## config.mk

```make
export PLATFORM = sky130hd
export DESIGN_NAME = miss_ack_tracker
export DESIGN_NICKNAME = d
export VERILOG_FILES = /design/src/rtl/miss_ack_pkg.sv /design/src/rtl/miss_ack_count.sv /design/src/rtl/miss_ack_record.sv /design/src/rtl/miss_ack_tracker.sv
export SDC_FILE = /design/constraint.sdc
export NUM_CORES = 1
export LEC_CHECK = 0
export ABC_AREA = 1
export BUFFER_PORTS_ARGS = -buffer_cell sky130_fd_sc_hd__clkbuf_2
export CORE_MARGIN = 4
export CORE_UTILIZATION = 47
export DETAILED_ROUTE_END_ITERATION = 6
export PLACE_DENSITY = 0.87
export SLEW_MARGIN = 10
export SYNTH_ARGS = -nofsm -noshare
export SYNTH_HDL_FRONTEND = slang
export SYNTH_HIERARCHICAL = 1
export SYNTH_SLANG_ARGS = --single-unit
```

## constraint.sdc

```tcl
create_clock -name clk -period 4.4 [get_ports clk]
set_input_delay 0.44 -clock clk [delete_from_list [all_inputs] [get_ports clk]]
set_output_delay 0.44 -clock clk [all_outputs]
set_load 0.02 [all_outputs]
```

## src/rtl/miss_ack_pkg.sv

```systemverilog
package miss_ack_pkg;
    typedef enum logic [1:0] {
        TRK_IDLE = 2'd0,
        TRK_WAIT = 2'd1,
        TRK_FIRE = 2'd2
    } trk_state_t;
endpackage

```

## src/rtl/miss_ack_count.sv

```systemverilog
module miss_ack_count #(
    parameter int NUM_CACHES = 4,
    parameter int CNT_W      = 4
) (
    input  logic             clk,
    input  logic             rst_n,
    input  logic             load_i,
    input  logic             upd_i,
    input  logic             rsp_i,
    input  logic [CNT_W-1:0] acks_i,
    input  logic             inc_i,
    input  logic             dec_i,
    output logic [CNT_W-1:0] cnt_o,
    output logic             zero_next_o
);
    localparam int EXT_W = CNT_W + 1;
    localparam logic [CNT_W-1:0] PRELOAD = CNT_W'(NUM_CACHES);

    logic [CNT_W-1:0] cnt_q;
    logic [EXT_W-1:0] ext_sum;
    logic [EXT_W-1:0] sub_amt;

    always_comb begin
        sub_amt = rsp_i ? {1'b0, acks_i} : '0;
        ext_sum = {1'b0, cnt_q} + EXT_W'(inc_i) - sub_amt - EXT_W'(dec_i);
    end

    assign zero_next_o = (ext_sum[CNT_W-1:0] == '0);

    always_ff @(posedge clk or negedge rst_n) begin
        if (!rst_n)
            cnt_q <= '0;
        else if (load_i)
            cnt_q <= PRELOAD;
        else if (upd_i)
            cnt_q <= ext_sum[CNT_W-1:0];
    end

    assign cnt_o = cnt_q;

    // The combined update must never borrow past zero.
    assert_no_underflow_R3: assert property (@(posedge clk) disable iff (!rst_n)
        upd_i |-> ({1'b0, cnt_q} + EXT_W'(inc_i)) >= (sub_amt + EXT_W'(dec_i)));

    assert_preload_R2: assert property (@(posedge clk) disable iff (!rst_n)
        load_i |=> cnt_q == PRELOAD);
endmodule

```

## src/rtl/miss_ack_record.sv

```systemverilog
module miss_ack_record #(
    parameter int SRC_W  = 3,
    parameter int TIME_W = 16
) (
    input  logic              clk,
    input  logic              rst_n,
    input  logic              clear_i,
    input  logic              rsp_i,
    input  logic              shared_i,
    input  logic [SRC_W-1:0]  src_i,
    input  logic [TIME_W-1:0] now_i,
    output logic              sharers_o,
    output logic              sharers_next_o,
    output logic [SRC_W-1:0]  last_src_o,
    output logic [TIME_W-1:0] first_time_o
);
    logic              sharers_q;
    logic              got_first_q;
    logic [SRC_W-1:0]  last_src_q;
    logic [TIME_W-1:0] first_time_q;

    assign sharers_next_o = sharers_q | (rsp_i & shared_i);

    always_ff @(posedge clk or negedge rst_n) begin
        if (!rst_n) begin
            sharers_q    <= 1'b0;
            got_first_q  <= 1'b0;
            last_src_q   <= '0;
            first_time_q <= '0;
        end else if (clear_i) begin
            sharers_q   <= 1'b0;
            got_first_q <= 1'b0;
        end else if (rsp_i) begin
            sharers_q  <= sharers_next_o;
            last_src_q <= src_i;
            if (!got_first_q) begin
                got_first_q  <= 1'b1;
                first_time_q <= now_i;
            end
        end
    end

    assign sharers_o    = sharers_q;
    assign last_src_o   = last_src_q;
    assign first_time_o = first_time_q;

    assert_first_time_hold_R8: assert property (@(posedge clk) disable iff (!rst_n)
        (got_first_q && !clear_i) |=> $stable(first_time_q));

    assert_sharer_sticky_R6: assert property (@(posedge clk) disable iff (!rst_n)
        (sharers_q && !clear_i) |=> sharers_q);

    assert_src_capture_R7: assert property (@(posedge clk) disable iff (!rst_n)
        rsp_i |=> last_src_q == $past(src_i));
endmodule

```

## src/rtl/miss_ack_tracker.sv

```systemverilog
module miss_ack_tracker
    import miss_ack_pkg::*;
#(
    parameter int NUM_CACHES = 4,
    parameter int SRC_W      = 3,
    parameter int TIME_W     = 16,
    parameter int CNT_W      = $clog2(NUM_CACHES + 1) + 1
) (
    input  logic              clk,
    input  logic              rst_n,
    input  logic              issue_i,
    input  logic              rsp_valid_i,
    input  logic [CNT_W-1:0]  rsp_acks_i,
    input  logic              rsp_shared_i,
    input  logic [SRC_W-1:0]  rsp_src_i,
    input  logic [TIME_W-1:0] now_i,
    input  logic              inc_i,
    input  logic              dec_i,
    output logic              busy_o,
    output logic [CNT_W-1:0]  pending_o,
    output logic              done_o,
    output logic              done_sharers_o,
    output logic [SRC_W-1:0]  last_src_o,
    output logic [TIME_W-1:0] first_time_o
);
    trk_state_t state_q, state_d;
    logic       take_issue;
    logic       take_rsp;
    logic       take_upd;
    logic       zero_next;
    logic       sharers_q;
    logic       sharers_next;

    assign take_issue = (state_q == TRK_IDLE) && issue_i;
    assign take_rsp   = (state_q == TRK_WAIT) && rsp_valid_i;
    assign take_upd   = (state_q == TRK_WAIT) && (rsp_valid_i || inc_i || dec_i);

    miss_ack_count #(
        .NUM_CACHES (NUM_CACHES),
        .CNT_W      (CNT_W)
    ) count_i (
        .clk         (clk),
        .rst_n       (rst_n),
        .load_i      (take_issue),
        .upd_i       (take_upd),
        .rsp_i       (take_rsp),
        .acks_i      (rsp_acks_i),
        .inc_i       (inc_i),
        .dec_i       (dec_i),
        .cnt_o       (pending_o),
        .zero_next_o (zero_next)
    );

    miss_ack_record #(
        .SRC_W  (SRC_W),
        .TIME_W (TIME_W)
    ) record_i (
        .clk            (clk),
        .rst_n          (rst_n),
        .clear_i        (take_issue),
        .rsp_i          (take_rsp),
        .shared_i       (rsp_shared_i),
        .src_i          (rsp_src_i),
        .now_i          (now_i),
        .sharers_o      (sharers_q),
        .sharers_next_o (sharers_next),
        .last_src_o     (last_src_o),
        .first_time_o   (first_time_o)
    );

    // Next-state logic
    always_comb begin
        state_d = state_q;
        unique case (state_q)
            TRK_IDLE: if (take_issue) state_d = TRK_WAIT;
            TRK_WAIT: if (take_upd && zero_next) state_d = TRK_FIRE;
            TRK_FIRE: state_d = TRK_IDLE;
            default:  state_d = TRK_IDLE;
        endcase
    end

    // State register
    always_ff @(posedge clk or negedge rst_n) begin
        if (!rst_n) state_q <= TRK_IDLE;
        else        state_q <= state_d;
    end

    // Outputs
    always_comb begin
        busy_o         = (state_q != TRK_IDLE);
        done_o         = (state_q == TRK_FIRE);
        done_sharers_o = (state_q == TRK_FIRE) && sharers_q;
    end

    assert_ack_weight_R3: assert property (@(posedge clk) disable iff (!rst_n)
        (busy_o && !done_o && rsp_valid_i) |-> rsp_acks_i != '0);

    assert_single_pulse_R5: assert property (@(posedge clk) disable iff (!rst_n)
        done_o |=> !done_o && !busy_o);

    assert_done_at_zero_R5: assert property (@(posedge clk) disable iff (!rst_n)
        done_o |-> pending_o == '0);

    assert_idle_quiet_R9: assert property (@(posedge clk) disable iff (!rst_n)
        (!busy_o && !issue_i) |=> $stable(pending_o) && !done_o);

    assert_issue_busy_R2: assert property (@(posedge clk) disable iff (!rst_n)
        (!busy_o && issue_i) |=> busy_o && !done_o);

    assert_kind_R6: assert property (@(posedge clk) disable iff (!rst_n)
        (take_upd && zero_next) |=> done_sharers_o == $past(sharers_next));
endmodule

```

Word level (Yosys, flattened, before mapping)
Cells that the tools add are included.
{"block": "op_classes", "n_bitwise": 4, "n_reduce_logical": 15, "add_sub_neg": 3, "n_eq_ne": 4, "muxes": 10}
{"operator": "$mux 4", "n": 3}
{"operator": "$reduce_bool 2->1", "n": 3}
{"operator": "$logic_and 1x1->1", "n": 5}
{"operator": "$add 4x1->4", "n": 1}
{"operator": "$logic_not 4->1", "n": 1}
{"operator": "$mux 1", "n": 4}
{"operator": "$mux 2", "n": 2}
{"operator": "$ne 2x1->1 const B", "n": 2}
{"operator": "$pmux 2 s2", "n": 1}
{"operator": "$reduce_and 2->1", "n": 2}
{"operator": "$sub 4x1->4", "n": 1}
{"operator": "$sub 4x4->4", "n": 1}
{"operator": "$reduce_and 3->1", "n": 1}
{"operator": "$eq 2x1->1 const B", "n": 1}
{"operator": "$eq 2x2->1 const B", "n": 1}
{"operator": "$logic_not 2->1", "n": 1}
{"operator": "$logic_or 1x1->1", "n": 2}
{"operator": "$not 1->1", "n": 2}
{"operator": "$and 1x1->1", "n": 1}
{"operator": "$or 1x1->1", "n": 1}
{"block": "totals", "wordCells": 42, "output_inout_bits": 26, "ff_bits": 27}

Logic depth before layout (Yosys ltp)
Gate-level depths: netlist of run 1.
{"block": "logic_depth", "depth_word": 9, "depth_mapped": 22, "ltp_nobuf": 22}

Modules after synthesis
Netlist of run 1, hierarchy kept.
{"mod": "miss_ack_record", "area_per_inst_um2": 848.3, "n_inst": 1, "seq_area_each_um2": 525.5, "cells_per_inst": 92}
{"mod": "miss_ack_count", "area_per_inst_um2": 376.6, "n_inst": 1, "seq_area_each_um2": 100.1, "cells_per_inst": 52}
{"mod": "miss_ack_tracker", "area_per_inst_um2": 142.6, "n_inst": 1, "seq_area_each_um2": 50.0, "cells_per_inst": 22}

Worst setup path after synthesis of run 1
No wires, ideal clock.
{"block": "synth_path", "path_type": "register to register", "startpoint": "reg state_q[1]", "endpoint": "reg state_q[0]", "path_stages_with_launch": 20, "required_time_ns": 4.283, "synth_period_minus_slack_ns": 3.233, "arrival_ns": 3.116, "setup_slack_ns": 1.167, "setup_ns": 0.117, "path_cell_list": "dfrtp_1 > nor2_4 > inv_2 > nor2_1 > nand2_1 > fa_1 > inv_1 > fa_1 > inv_1 > ha_1 > inv_1 > fa_1 > inv_1 > nand2_1 > nand3_1 > nand3_1 > a21oi_2 > nand2_1 > nand2_1 > nand2_1"}
{"block": "synth_via", "elab_chain_len": 9}
{"item": "start: declaration", "line": "miss_ack_tracker.sv:26", "source": "trk_state_t state_q, state_d;"}
{"item": "start signal: assignment", "line": "miss_ack_tracker.sv:85", "source": "else state_q <= state_d;"}
{"item": "$eq 2x1->1", "line": "miss_ack_tracker.sv:35", "source": "assign take_rsp = (state_q == TRK_WAIT) && rsp_valid_i;"}
{"item": "$logic_and 1x1->1", "line": "miss_ack_tracker.sv:35"}
{"item": "via take_rsp", "line": "miss_ack_tracker.sv:28", "source": "logic take_rsp;"}
{"item": "$mux 4", "line": "miss_ack_count.sv:24", "source": "sub_amt = rsp_i ? {1'b0, acks_i} : '0;"}
{"item": "$sub 4x4->4", "line": "miss_ack_count.sv:25", "source": "ext_sum = {1'b0, cnt_q} + EXT_W'(inc_i) - sub_amt - EXT_W'(dec_i);"}
{"item": "$sub 4x1->4", "line": "miss_ack_count.sv:25"}
{"item": "$logic_not 4->1", "line": "miss_ack_count.sv:28", "source": "assign zero_next_o = (ext_sum[CNT_W-1:0] == '0);"}
{"item": "via zero_next", "line": "miss_ack_tracker.sv:30", "source": "logic zero_next;"}
{"item": "$logic_and 1x1->1", "line": "miss_ack_tracker.sv:76", "source": "TRK_WAIT: if (take_upd && zero_next) state_d = TRK_FIRE;"}
{"item": "$ne 2x1->1 (no line)"}
{"item": "$reduce_and 2->1 (no line)"}
The timed path passes the listed nets, and every way through them passes these cells.
A chain may end at the register's enable or synchronous reset.

Final worst setup path of run 1
Same ends and word-level chain as after synthesis.

==> impl_results.md, run 1 <==
- GRT Total Usage: 15.6%
- Initial antenna violation count: 0
- Post-Syn Area per Cell: 8.27 um2
- WP data arrival: roughly 3600 ps
- Syn. warnings: 6
- Wire per inst: 11.3 um
- Post-CTS Setup Bufs: 0
- Final setup violation count: 0
- Nature of the critical path startpoint: flop
- Fin. Hold Viols: 0
- H-Tree Depth: 1
- Place WS: 974 ps
- Worst Path Required: 4620 ps
- Area growth syn-to-layout: 23.4%
- Cells after Synth: 165
- DRT iter0 DRCs: 21
- Status: complete, no violations
- # hold bufs at CTS: 0
- Slowest CP cell: dfrtp_1
- Num CTS Buffers: 3
- CP endpoint kind: flop
- PnR worst setup slack: between 900 and 1000 ps
- DRC viols: 0
- Syn Std Cell Area: 0.00136 mm2
- P per Cell Area: 722 mW/mm2
- Leak Pwr: 0.00104 uW
- Crit Path Max Fanout: 26
- CTS resizes: 0
- Max Fclk: 293 MHz
- RSZ-0062 raised after global routing: no
- Worst stage delay on the critical path: 450 ps
- Total gr overflow: 0
- HP Class: in -> async
- R2R depth: 20
- Overall power: approximately 1200 uW
- DP HPWL: 2.29 mm
- RR Endpoint: state_q[0]$_DFFE_PN0P_
- Final wirelength: 2.85 mm
- Vias in the first global route: 1066
- Worst clock skew: 3.78 ps
- Largest net degree at the start of global routing: 28
- Most common library cell in the layout ignoring fill and taps: nand2_1
- Die Y: 61.9 um
- Reg clk slew, reported paths: 130 ps
- CORE AREA: 0.00276 mm2
- Bufs and invs on worst path: 5
- Site Rows: 19
- Setup TNS: 0 ps
- Number of clock sinks: 27
- Clock tree from TritonCTS: built
- Die X: 61.9 um
- PortBufs: 55
- Ant. Diodes: 0
- Layout cells sized above 1: 30.8%
- Layout Cells excl Fill: 252
- Die ar.: 0.00383 mm2
- R2R setup slack: 980 ps
- Post-DRT Antenna Nets: 0
- # fillers: 254
- Reg-to-Reg Start: state_q[1]$_DFFE_PN0P_
- Cell with the most instances on the worst path: nand2_1
- Worst hold slack: 122 ps
- CTS root buffer: clkbuf_4
- Net Count, Synth: 201
- Max-cap violation count: 0
- Final Max Slew Viols: 0
- Most frequent cells in the layout: nand2_1 (61), clkbuf_2 (55), dfrtp_1 (27), inv_1 (24), nand3_1 (23)
- Initial Util: 49.5%
- CP delay by family, top: adder cells
- Clock latency on the worst-skew pair: 310 ps
- Global placement routability congestion: 0.831
- Peak supply drop: roughly 0.0005 V
- Relative max-transition margin: 57.2%
- Vias: between 1k and 1.5k
- Clk buf depth: 2
- Drt pass-1 iters: 4
- CP Class: reg -> reg
- Cell Chain, Critical Path: nor2_4, inv_2, nor2_2, buf_4, nand2_1, fa_1, inv_1, fa_1, inv_1, ha_1, inv_1, fa_1, nand2_1, nand2_1, nand2_1, nand3_1, a21oi_2, nand2_1, nand2_1, nand2_1
- Net count, final: ~260
- Final Critical Period: about 3400 ps
- Period utilization: a little under 80%
- Vias per cell: 4.79
- Post-placement cell count: between 200 and 250
- I/O pin count: 56
- First-pass GRT wire length: approximately 4.4 mm
- Least-Margin Pin Slew: 642 ps
## layout make-up
cell class	instances	area, um2	area share, %
Sequential cell	27	676	40.1
Tap cell	31	38.8	2.30
Inverter	26	97.6	5.80
Multi-Input combinational cell	108	562	33.4
Clock buffer	4	26.3	1.56
Timing Repair Buffer	56	283	16.8
## per-layer routing
| layer | up-vias | part of all wire, % | GRT usage (%) |
|---|---|---|---|
| met4 | 0 | 0.67 | 2.73 |
| met1 | 560 | 41 | 19.1 |
| li1 | 616 | - | - |
| met3 | 2 | 5.3 | 4.34 |
| met2 | 29 | 53 | 27.8 |
| met5 | - | 0 | 0 |
## worst reg2reg max path, cell delays in order (launching register included)
cell and delay [ps]:
dfrtp_1 450, nor2_4 130, inv_2 60, nor2_2 70
buf_4 280, nand2_1 110, fa_1 360, inv_1 70
fa_1 400, inv_1 70, ha_1 140, inv_1 60
fa_1 450, nand2_1 110, nand2_1 60, nand2_1 70
nand3_1 110, a21oi_2 160, nand2_1 80, nand2_1 60
nand2_1 40
## flip-flops by register name (all words and copies together) (netlist names)
| name | flops |
|---|---|
| record_i/got_first_q | 1 |
| state_q | 2 |
| count_i/cnt_o | 4 |
| record_i/sharers_o | 1 |
| record_i/first_time_o | 16 |
| record_i/last_src_o | 3 |
## worst max-delay path by stage
| stage | from | to | slack (ps) | cells past startpoint |
|---|---|---|---|---|
| after floorplan | state_q[1]$_DFFE_PN0P_ | state_q[0]$_DFFE_PN0P_ | 1170 | 19 |
| after global placement | rsp_valid_i | state_q[0]$_DFFE_PN0P_ | 1110 | 20 |
| after detailed placement | state_q[1]$_DFFE_PN0P_ | state_q[0]$_DFFE_PN0P_ | 970 | 22 |
| after CTS | state_q[1]$_DFFE_PN0P_ | state_q[0]$_DFFE_PN0P_ | 950 | 22 |
| after global routing | state_q[1]$_DFFE_PN0P_ | state_q[0]$_DFFE_PN0P_ | 690 | 22 |
| final | state_q[1]$_DFFE_PN0P_ | state_q[0]$_DFFE_PN0P_ | 980 | 20 |
## per-stage QoR
stage | instance area, um2 | utilization (%)
final | 1680 | 61.0
after global routing | 1680 | 61.0
after CTS | 1680 | 61.0
after detailed placement | 1660 | 60.1
after global placement | 1660 | 60.1
after floorplan | 1360 | -
## where the power goes
| part | internal (uW) | leakage (uW) | total [uW] | switching, uW |
|---|---|---|---|---|
| sequential | 363 | 0.000333 | 433 | 69.5 |
| clock | 35.4 | 0.0000150 | 102 | 66.4 |
| combinational | 225 | 0.000695 | 680 | 455 |
Note: power is estimated with default switching activity, not from simulation.
==> run 2: changes to the inputs <==
Clock period 4.4 ns to 3.2 ns, I/O delays scaled along.
==> impl_results.md, run 2 (same netlist as run 1, synthesis figures left out) <==
- Post-DRT Antenna Nets: 0
- DP HPWL: 2.32 mm
- GRT Total Usage: between 10% and 20%
- Combinational power share: 58.6%
- Max-cap violation count: 0
- CP delay by family, top: adder cells
- WP data arrival: 3290 ps
- Initial Util: 49.5%
- Most common library cell in the layout ignoring fill and taps: clkbuf_2
- Worst stage delay on the critical path: 410 ps
- Int Pwr: just over 900 uW
- CORE AREA: 0.00276 mm2
- Largest net degree at the start of global routing: 28
- PortBufs: 55
- Die Y: between 60 and 70 um
- Cell Chain, Critical Path: inv_2, nor2_4, inv_2, nor2_4, nand2_2, fa_2, inv_2, fa_1, inv_1, ha_2, inv_2, fa_2, inv_2, nand2_2, nand2_2, nand2_2, nand2_2, nand2_2, a21oi_2, nand2_1, nand2_1, nand2_1
- P per Cell Area: 1020 mW/mm2
- Slowest CP cell: fa_1
- Vias: 1213
- Net Sw Power: 868 uW
- Global placement routability congestion: 0.762
- Drt pass-1 iters: 4
- Most frequent cells in the layout: clkbuf_2 (55), nand2_1 (54), dfrtp_1 (27), inv_1 (21), nand3_1 (21)
- Final Critical Period: 3060 ps
- CTS root buffer: clkbuf_4
- Period utilization: 95.5%
- Max Fclk: 327 MHz
- First-pass GRT wire length: 4.78 mm
- DRC viols: 0
- Worst Path Required: 3430 ps
- H-Tree Depth: 1
- Relative max-transition margin: between 50 and 60%
- Net count, final: 261
- Sequential share of power: 33.5%
- RSZ-0062 raised after global routing: yes
- Final Max Slew Viols: 0
- Failing checks: hold timing
- CP Class: reg -> reg
- Overall power: 1780 uW
- Crit Path Max Fanout: 3
- Vias in the first global route: between 1k and 1.5k
- Worst clock skew: between 4 and 5 ps
- Worst hold slack: -5.79 ps
- Wire per inst: 12.1 um
- Nature of the critical path startpoint: flop
- Leak Pwr: 0.00106 uW
- Die ar.: 0.00383 mm2
- Total gr overflow: 0
- Clk buf depth: 2
- Final wirelength: between 3 and 4 mm
- Number of clock sinks: 27
- Clock power share: roughly 8.0%
- DRT iter0 DRCs: 52
- Initial antenna violation count: 0
- Die X: 61.9 um
- Switching Share: 48.7%
- Least-Margin Pin Slew: 645 ps
- CP endpoint kind: flop
- Reg clk slew, reported paths: 130 ps
- Fin. Hold Viols: 13
- Final setup violation count: 0
- Vias per cell: 4.76
- # hold bufs at CTS: 0
- Ant. Diodes: 0
- Site Rows: 19
- Area growth syn-to-layout: 28.3%
- HP Class: in -> async
- Bufs and invs on worst path: 6
- Clock tree from TritonCTS: built
- PnR worst setup slack: 143 ps
- Num CTS Buffers: 3
- Max FFs per register: 16
- Status: finished, violations left
- I/O pin count: 56
- Layout cells sized above 1: 38.4%
- Place WS: 22.5 ps
- Cell with the most instances on the worst path: nand2_2
- Peak supply drop: 0.000668 V
- Clock latency on the worst-skew pair: 320 ps
[run 2: cell count changes in the layout (fill, tap and decap cells not counted), sizes merged]
| cell | change |
|---|---|
| buf | +3 |
[run 2: stage by stage]
step / utilization, % / TNS [ps] / hold slack (ps) / cell area, um2 / cells
floorplan: - / 0 / 24.4 / 1370 / 165
global placement: 60.1 / 0 / 371 / 1660 / 248
detailed placement: 60.1 / 0 / 375 / 1660 / 248
CTS: 61.3 / 0 / 11.3 / 1690 / 253
global route: 63.4 / -109 / 30.7 / 1750 / 255
finish: 63.4 / 0 / -5.79 / 1750 / 255
[run 2: final timing paths]
kind | to | start | slack, ps | cells after the start
min reg2reg | record_i/first_time_o[11]$_DFFE_PN0P_ | record_i/first_time_o[11]$_DFFE_PN0P_ | 480 | 2
max | state_q[0]$_DFFE_PN0P_ | state_q[0]$_DFFE_PN0P_ | 140 | 22
max in group asynchronous | record_i/first_time_o[6]$_DFFE_PN0P_ | rst_n | 2790 | 1
min in group clk | record_i/first_time_o[4]$_DFFE_PN0P_ | now_i[4] | 210 | 3
min | record_i/first_time_o[12]$_DFFE_PN0P_ | rst_n | -6 | 1
max reg2reg | state_q[0]$_DFFE_PN0P_ | state_q[0]$_DFFE_PN0P_ | 140 | 22
[run 2: power groups by stage]
stage	logic, uW	registers, uW	clock network [uW]
final	1040	596	142
after global routing	1160	617	162
after CTS	954	599	146
after detailed placement	945	605	0
after global placement	912	597	0
after floorplan	504	760	0
[run 2: cell type report]
cell class / count / area, um2
inverter: 26 / 97.6
fill: 252 / 1010
multi-input combinational: 108 / 602
tap: 31 / 38.8
sequential: 27 / 676
timing repair buffer: 59 / 309
clock buffer: 4 / 26.3
[run 2: repair_timing]
item	4_1_cts	5_1_grt
pin swaps	0	2
setup buffers	1	2
setup endpoints to repair	1	3
gates resized for setup	0	17
[run 2: layer usage]
layer	global-route usage (%)	share of wire (%)	vias to the layer above
li1	-	-	619
met1	20.5	40	554
met2	28.6	53	36
met3	4.34	5.6	4
met4	7.27	1.5	0
met5	0	0	-
==> run 3: changes to the inputs <==
Settings changed: RECOVER_POWER from default to 50, SLEW_MARGIN 10 to 40.
==> impl_results.md, run 3 (same netlist as run 1, synthesis figures left out) <==
- Vias per cell: roughly 4.7
- Die ar.: ~0.0038 mm2
- Layout Cells excl Fill: 255
- Post-placement cell count: roughly 250
- Max-cap violation count: 0
- Net count, final: 261
- Clock tree from TritonCTS: built
- Combinational power share: 58.2%
- GRT Total Usage: between 10% and 20%
- Num CTS Buffers: 3
- Most frequent cells in the layout: nand2_1 (54), clkbuf_2 (42), dfrtp_1 (27), inv_1 (21), nand3_1 (21)
- Vias: roughly 1.2k
- Fin. Hold Viols: 0
- Drt pass-1 iters: 4
- DP HPWL: 2.32 mm
- CP delay by family, top: adder cells
- Crit. path cell count: 22
- Bufs and invs on worst path: 6
- Global placement routability congestion: 0.762
- Final wirelength: ~3.1 mm
- PnR worst setup slack: 143 ps
- Vias in the first global route: around 1.1k
- Clk buf depth: 2
- CORE AREA: approximately 0.0028 mm2
- Die X: roughly 62 um
- Post-DRT Antenna Nets: 0
- Leak Pwr: 0.00102 uW
- Most common library cell in the layout ignoring fill and taps: nand2_1
- Relative max-transition margin: 7.94%
- Max FFs per register: 16
- R2R depth: 22
- PortBufs: 55
- Final setup violation count: 0
- Worst stage delay on the critical path: 410 ps
- Hold depth: 3
- Final Max Slew Viols: 0
- Peak supply drop: 0.000660 V
- Least-Margin Pin Slew: 1380 ps
- CTS root buffer: clkbuf_4
- Clock power share: 8.0%
- Wire per inst: 12.1 um
- Int Pwr: 896 uW
- Cell Chain, Critical Path: inv_2, nor2_4, inv_2, nor2_4, nand2_2, fa_2, inv_2, fa_1, inv_1, ha_2, inv_2, fa_2, inv_2, nand2_2, nand2_2, nand2_2, nand2_2, nand2_2, a21oi_2, nand2_1, nand2_1, nand2_1
- Initial antenna violation count: 0
- CP endpoint kind: flop
- Net Sw Power: between 800 and 900 uW
- Final Critical Period: 3060 ps
- Sequential share of power: around 34%
- Switching Share: 49.2%
- DRT iter0 DRCs: 50
- # hold bufs at CTS: 0
- Die Y: between 60 and 70 um
- Reg clk slew, reported paths: 130 ps
- CP Class: reg -> reg
- Status: complete, no violations
- HP Class: in -> reg
- Nature of the critical path startpoint: flop
- Ant. Diodes: 0
- DRC viols: 0
- First-pass GRT wire length: 4.78 mm
- Period utilization: 95.5%
- Worst clock skew: 4.97 ps
- Total gr overflow: 0
- Site Rows: 19
- Layout cells sized above 1: between 30 and 40%
- Worst Path Required: approximately 3400 ps
- Initial Util: 49.5%
- Cell with the most instances on the worst path: nand2_2
- RSZ-0062 raised after global routing: yes
- Layout Utilization: 62.8%
- Slowest CP cell: fa_1
- WP data arrival: 3290 ps
- Clock latency on the worst-skew pair: around 320 ps
- I/O pin count: 56
- Overall power: around 1800 uW
- P per Cell Area: 1020 mW/mm2
- Max Fclk: roughly 330 MHz
- Place WS: around 23 ps
- H-Tree Depth: 1
- Number of clock sinks: 27
- Largest net degree at the start of global routing: 28
- Area growth syn-to-layout: 27.1%
- Crit Path Max Fanout: 3
[run 3: area by class of cell]
cell class                 instances  area [um2]
sequential                        27         676
fill                             262        1020
clock buffer                       4        26.3
timing repair buffer              59         293
tap                               31        38.8
multi-input combinational        108         602
inverter                          26        97.6
[run 3: path summary, 6_finish.rpt]
path | startpoint | to | slack, ps
min | now_i[4] | record_i/first_time_o[4]$_DFFE_PN0P_ | 210
max in group asynchronous | rst_n | record_i/first_time_o[6]$_DFFE_PN0P_ | 2110
max reg2reg | state_q[0]$_DFFE_PN0P_ | state_q[0]$_DFFE_PN0P_ | 140
max | state_q[0]$_DFFE_PN0P_ | state_q[0]$_DFFE_PN0P_ | 140
min in group asynchronous | rst_n | record_i/first_time_o[12]$_DFFE_PN0P_ | 290
min reg2reg | record_i/first_time_o[11]$_DFFE_PN0P_ | record_i/first_time_o[11]$_DFFE_PN0P_ | 490
[run 3: layer usage]
metal	share of wire (%)	wire length, um	vias up	GRT usage, %
li1	-	-	619	-
met1	40	1240	550	20.5
met2	53	1630	38	28.6
met3	5.8	179	4	4.34
met4	1.3	41	0	7.27
met5	0	0	-	0
[run 3: timing repair]
item                       CTS  global route
setup buffers                1             2
hold endpoints to repair     0             0
resized for setup            0            17
pin swaps                    0             2
setup endpoints to repair    1             3
[run 3: metrics by stage]
step	TNS, ps	hold slack [ps]	area, um2
3_5_place_dp	0	375	1660
5_1_grt	-109	196	1730
6_report	0	211	1730
4_1_cts	0	11.3	1690
3_3_place_gp	0	371	1660
2_1_floorplan	0	24.4	1370
[run 3: tightest hold or removal path: cells and delay by family]
| family | cells | cell delay (ps) |
|---|---|---|
| buffers and inverters | 1 | 80 |
| AND/OR/NAND/NOR | 2 | 110 |
[run 3: power by group through the flow]
stage,clock network (uW),logic [uW],registers [uW]
3_5_place_dp,0,945,605
6_report,142,1030,596
3_3_place_gp,0,912,597
2_1_floorplan,0,504,760
4_1_cts,146,954,599
5_1_grt,162,1150,616
